--- config.mk ---
export PLATFORM = sky130hd
export DESIGN_NAME = frm_modulator
export DESIGN_NICKNAME = d
export VERILOG_FILES = /design/src/rtl/frm_pkg.sv /design/src/rtl/frm_frame_ctr.sv /design/src/rtl/frm_palette.sv /design/src/rtl/frm_phase.sv /design/src/rtl/frm_modulator.sv
export SDC_FILE = /design/constraint.sdc
export NUM_CORES = 1
export LEC_CHECK = 0
export ABC_AREA = 0
export CORE_AREA = 2 2 66 68
export DETAILED_ROUTE_END_ITERATION = 8
export DIE_AREA = 0 0 68 70
export DONT_BUFFER_PORTS = 1
export MAX_ROUTING_LAYER = met4
export PLACE_DENSITY_LB_ADDON = 0.15
export RECOVER_POWER = 100
export SYNTH_ARGS = -nofsm -noshare
export SYNTH_HDL_FRONTEND = slang
export SYNTH_HIERARCHICAL = 1
export SYNTH_SLANG_ARGS = --single-unit
--- constraint.sdc ---
create_clock -name clk -period 6.6 [get_ports clk]
set_clock_uncertainty 0.2 [all_clocks]
set_input_delay 0 -clock clk [delete_from_list [all_inputs] [get_ports clk]]
set_output_delay 0 -clock clk [all_outputs]
set_load 0.005 [all_outputs]
--- src/rtl/frm_pkg.sv ---
package frm_pkg;
    localparam int CODE_W = 2;
    localparam int IDX_W  = 3;
    localparam int FW     = 4;
    localparam int CNT_W  = FW + 1;
    localparam int NCODES = 1 << CODE_W;
    localparam int MAP_W  = NCODES * IDX_W;
    localparam logic [CNT_W-1:0] FULL = CNT_W'(1 << FW);

    function automatic logic [CNT_W-1:0] idx_to_frames(input logic [IDX_W-1:0] idx);
        logic [CNT_W-1:0] f;
        unique case (idx)
            3'd0: f = 5'd0;
            3'd1: f = 5'd4;
            3'd2: f = 5'd5;
            3'd3: f = 5'd8;
            3'd4: f = 5'd11;
            3'd5: f = 5'd12;
            default: f = 5'd16;
        endcase
        return f;
    endfunction

    function automatic logic [FW-1:0] bit_rev(input logic [FW-1:0] p);
        logic [FW-1:0] r;
        for (int i = 0; i < FW; i++) r[i] = p[FW-1-i];
        return r;
    endfunction
endpackage

--- src/rtl/frm_frame_ctr.sv ---
module frm_frame_ctr
    import frm_pkg::*;
(
    input  logic          clk,
    input  logic          rst_n,
    input  logic          frame_start,
    output logic [FW-1:0] frame_no
);
    always_ff @(posedge clk) begin
        if (!rst_n)           frame_no <= '0;
        else if (frame_start) frame_no <= frame_no + FW'(1);
    end


    frame_step_chk: assert property (@(posedge clk) disable iff (!rst_n)
        frame_start |=> frame_no == FW'($past(frame_no) + FW'(1)));

    frame_hold_chk: assert property (@(posedge clk) disable iff (!rst_n)
        !frame_start |=> $stable(frame_no));
endmodule

--- src/rtl/frm_palette.sv ---
module frm_palette
    import frm_pkg::*;
(
    input  logic [CODE_W-1:0] code,
    input  logic [MAP_W-1:0]  gray_map,
    output logic [CNT_W-1:0]  on_frames
);
    logic [IDX_W-1:0] fields [NCODES];

    for (genvar g = 0; g < NCODES; g++) begin : g_field
        assign fields[g] = gray_map[g*IDX_W +: IDX_W];
    end

    always_comb on_frames = idx_to_frames(fields[code]);
endmodule

--- src/rtl/frm_phase.sv ---
module frm_phase
    import frm_pkg::*;
#(
    parameter int COL_W = 10,
    parameter int ROW_W = 9
) (
    input  logic [FW-1:0]    frame_no,
    input  logic [COL_W-1:0] col,
    input  logic [ROW_W-1:0] row,
    input  logic [2*FW-1:0]  phase_offs,
    output logic [FW-1:0]    phase
);
    logic [FW-1:0] xstep, ystep, col_lo, row_lo;

    always_comb begin
        xstep  = phase_offs[FW-1:0];
        ystep  = phase_offs[2*FW-1:FW];
        col_lo = FW'(col);
        row_lo = FW'(row);
        phase  = frame_no + col_lo * xstep + row_lo * ystep;
    end
endmodule

--- src/rtl/frm_modulator.sv ---
module frm_modulator
    import frm_pkg::*;
#(
    parameter int COL_W = 10,
    parameter int ROW_W = 9
) (
    input  logic             clk,
    input  logic             rst_n,
    input  logic             frame_start,
    input  logic             pix_valid,
    input  logic [1:0]       pix_code,
    input  logic [COL_W-1:0] pix_col,
    input  logic [ROW_W-1:0] pix_row,
    input  logic [11:0]      gray_map,
    input  logic [7:0]       phase_offs,
    output logic             out_valid,
    output logic             out_on
);
    logic [FW-1:0]    frame_no;
    logic [CNT_W-1:0] sel_frames;
    logic [FW-1:0]    pix_phase;

    logic             s1_valid;
    logic [CNT_W-1:0] s1_frames;
    logic [FW-1:0]    s1_phase;

    frm_frame_ctr i_ctr (
        .clk(clk), .rst_n(rst_n), .frame_start(frame_start), .frame_no(frame_no)
    );

    frm_palette i_pal (
        .code(pix_code), .gray_map(gray_map), .on_frames(sel_frames)
    );

    frm_phase #(.COL_W(COL_W), .ROW_W(ROW_W)) i_phase (
        .frame_no(frame_no), .col(pix_col), .row(pix_row),
        .phase_offs(phase_offs), .phase(pix_phase)
    );

    always_ff @(posedge clk) begin
        if (!rst_n) begin
            s1_valid  <= 1'b0;
            s1_frames <= '0;
            s1_phase  <= '0;
        end else begin
            s1_valid  <= pix_valid;
            s1_frames <= sel_frames;
            s1_phase  <= pix_phase;
        end
    end

    always_ff @(posedge clk) begin
        if (!rst_n) begin
            out_valid <= 1'b0;
            out_on    <= 1'b0;
        end else begin
            out_valid <= s1_valid;
            out_on    <= s1_valid &&
                         ((s1_frames == FULL) || ({1'b0, bit_rev(s1_phase)} < s1_frames));
        end
    end


    lat_valid_chk: assert property (@(posedge clk) disable iff (!rst_n)
        $past(pix_valid, 2) |-> out_valid);

    lat_idle_chk: assert property (@(posedge clk) disable iff (!rst_n)
        !$past(pix_valid, 2) |-> !out_valid && !out_on);

    dens_zero_chk: assert property (@(posedge clk) disable iff (!rst_n)
        ($past(pix_valid, 2) && $past(sel_frames, 2) == '0) |-> !out_on);

    dens_full_chk: assert property (@(posedge clk) disable iff (!rst_n)
        ($past(pix_valid, 2) && $past(sel_frames, 2) == FULL) |-> out_on);
endmodule

==> impl_metrics.csv <==
group,metric,value,unit
clock_network,htreeDepth,1,
floorplanning,row_count,24,
global_route,grt_max_degree,17,
worst_setup_path,crit_start,"i_ctr/frame_no[2]",
drt,drtPass1Iterations,3,
global_route,grt_pass1_vias,901,
drt,drc,0,
pwr,power,294,uW
worst_setup_path,endpoint_kind,"flop",
clock_network,cts_root_buf,"clkbuf_8",
synth,syn_nets,184,
drt,drtIter0Drc,16,
synth,syn_inst,120,
floorplanning,die_w,68,um
synth,synthXorXnorAreaFrac,0.136,
timing,rsz0062_at_grt,"false",
clock_network,path_clk_slew,0.06,ns
synth,synth-adder-area-share,0.219,
flow_run,maxCapViolations,0,
timing,fin_crit_sh,0.548,
hold_path,hold_depth,3,
synth,ys_warn_count,6,
worst_setup_path,reg2regPathDepth,11,
worst_setup_path,cp_max_fo,4,
clock_network,cts_tree,"built",
timing,worst_pin_slew,0.472,ns
drt,antenna_left,0,
final_layout,area_growth,14.6,%
worst_setup_path,worstPathArrival,3.56,ns
place,io_buffer_count,0,
final_layout,final_cell_mix,"and2_1 (21), dfxtp_1 (16), ha_1 (15), inv_1 (12), nand2_1 (10)",
place,hpwl,1720,um
floorplanning,die_h,70,um
global_route,track_usage,0.0981,
drt,wl_met2,986,um
global_route,grt_overflow,0,
drt,vias,782,
pwr,vdd_ir_drop_max,0.0999,mV
worst_setup_path,cp.required,6.54,ns
synth,ys_ff_latch,16,
floorplanning,initial_utilization,0.295,
clock_network,cts_sinks,16,
pwr,p_per_area,210,nW/um^2
synth,yosys.area_share.simple,0.216,
final_layout,layout_commonest_cell,"and2_1",
drt,via_per_inst,4.30,
timing,setup_viol,0,
worst_setup_path,cp-start-kind,"flop",
worst_setup_path,r2r-start,"i_ctr/frame_no[2]",
clock_network,cts_buffer_depth,2,
drt,topRoutingLayerUsed,"met4",
drt,wirelength,2010,um
drt,met1_length,901,um
global_route,antenna_found_initial,0,
floorplanning,ios,47,
clock_network,clk_latency,0.24,ns
synth,synth_compound_area_frac,0.0440,
worst_setup_path,r2r-end,"s1_phase[3]",
synth,synth_top_family_by_area,"adder cells",
drt,met3_length,109,um
final_layout,fillerInstances,452,
timing,slew_headroom,0.684,
place,dp.cells,171,
synth,yosysSeqAreaShare,0.262,
clock_network,cts_setup_buffers,0,
final_layout,stdcell_count,182,
floorplanning,core_area,4140,sq um
synth,syn_avg_cell_area,10.2,sq um
final_layout,regArea,320,sq um
drt,wire_per_inst,11.0,um
timing,whs,0.0316,ns
timing,slew_violations,0,
hold_path,hp-class,"primary input to flop",
global_route,grt_pass1_wl,3480,um
place,place.gp.congestion,0.824,
worst_setup_path,rrSetupSlack,2.98,ns
final_layout,multiInputGateArea,847,sq um
final_layout,nets,195,
timing,fin_crit,3.62,ns
timing,hold_viol_final,0,
final_layout,drive_gt1_frac,0.0846,
outcome,outcome,"completed",
timing,tns,0,ns
synth,syn-cell-area,1220,sq um
timing,fmaxAchievable,277,MHz
worst_setup_path,path_class,"flop to flop",
pwr,p_leak,0.000638,uW
clock_network,cts-buffers-inserted,3,
final_layout,insertedDiodeCount,0,
worst_setup_path,cp-endpoint,"s1_phase[3]",
synth,synth_cell_types,28,
synth,synthMuxAreaShare,0.0828,
floorplanning,dieArea,4760,sq um
## how the worst min path moves through the flow
stage,slack [ns],start,endpoint
2_1_floorplan,-0.08,rst_n,i_ctr/frame_no[2]
3_3_place_gp,-0.08,rst_n,i_ctr/frame_no[2]
3_5_place_dp,-0.07,rst_n,i_ctr/frame_no[2]
4_1_cts,0.03,pix_code[1],s1_frames[4]
5_1_grt,0.06,pix_code[1],s1_frames[4]
6_report,0.03,pix_code[1],s1_frames[4]
## cell usage after synthesis
library cell	n	area, sq um
nor2b_1	2	12.5
o21ai_1	2	10.0
and3b_2	1	10.0
mux4_1	1	26.3
a21oi_2	1	8.76
and2_1	24	150
inv_1	12	45.0
xnor2_1	9	78.8
ha_1	15	188
mux4_2	2	45.0
xor2_1	3	26.3
nor2_1	1	3.75
o21ai_2	1	8.76
xnor3_1	2	45.0
xnor2_2	1	16.3
a31oi_1	1	6.26
and2_4	1	8.76
nand4_1	1	6.26
o21a_1	1	7.51
or2b_1	1	7.51
a21oi_1	1	5.00
nand2b_4	2	27.5
mux2i_1	3	30.0
clkbuf_2	1	5.00
dfxtp_1	16	320
nand2_1	10	37.5
fa_1	4	80.1
a21boi_0	1	7.51
## report_power, final
part	switching [uW]	leakage, uW	internal (uW)
registers	5.30	0.000132	109
clock network	32.3	0.0000288	52.8
logic	40.3	0.000477	54.9
## sequential cells by signal (all words and copies together), names as in the netlist
| signal | flops |
|---|---|
| s1_frames | 5 |
| s1_phase | 4 |
| out_valid | 1 |
| out_on | 1 |
| i_ctr/frame_no | 4 |
| s1_valid | 1 |
## worst max-delay path, cell delays in order (launching register included)
cell and delay (ns):
dfxtp_1 0.35, fa_1 0.51, ha_1 0.31, inv_1 0.07, fa_1 0.43, fa_1 0.56, inv_1 0.05, ha_1 0.20
xor2_1 0.23, xnor2_2 0.14, xnor3_1 0.31, and2_1 0.16
## per-layer routing
metal,GRT usage,vias to the layer above
li1,-,410
met1,0.112,353
met2,0.161,17
met3,0.0386,2
met4,0.0200,0
met5,-,-
## logic make-up after synthesis
| group | after synthesis |
|---|---|
| simple gates | 43 |
| fa+ha+maj | 19 |
| flops | 16 |
| xor+xnor | 15 |
| buf+inv | 13 |
| compound gates | 8 |
| mux | 6 |
## area by class of cell
type / instances / area share
repair buffers: 7 / 0.0500
inverters: 12 / 0.0321
well taps: 52 / 0.0464
clock buffers: 4 / 0.0393
flip-flops and latches: 16 / 0.228
multi-input cells: 91 / 0.604
## what timing repair did
action	in CTS	in global routing
resized for setup	0	0
endpoints found under the hold margin	16	0
hold buffers	7	0
## metrics by stage
| stage | util | setup slack, ns | cell area, sq um |
|---|---|---|---|
| after global placement | 0.310 | 2.98 | 1280 |
| after global routing | 0.338 | 2.84 | 1400 |
| after detailed placement | 0.310 | 2.97 | 1280 |
| after floorplan | - | 3.15 | 1220 |
| after CTS | 0.340 | 2.94 | 1410 |
| final | 0.338 | 2.98 | 1400 |
Note: power is estimated with default switching activity, not from simulation.
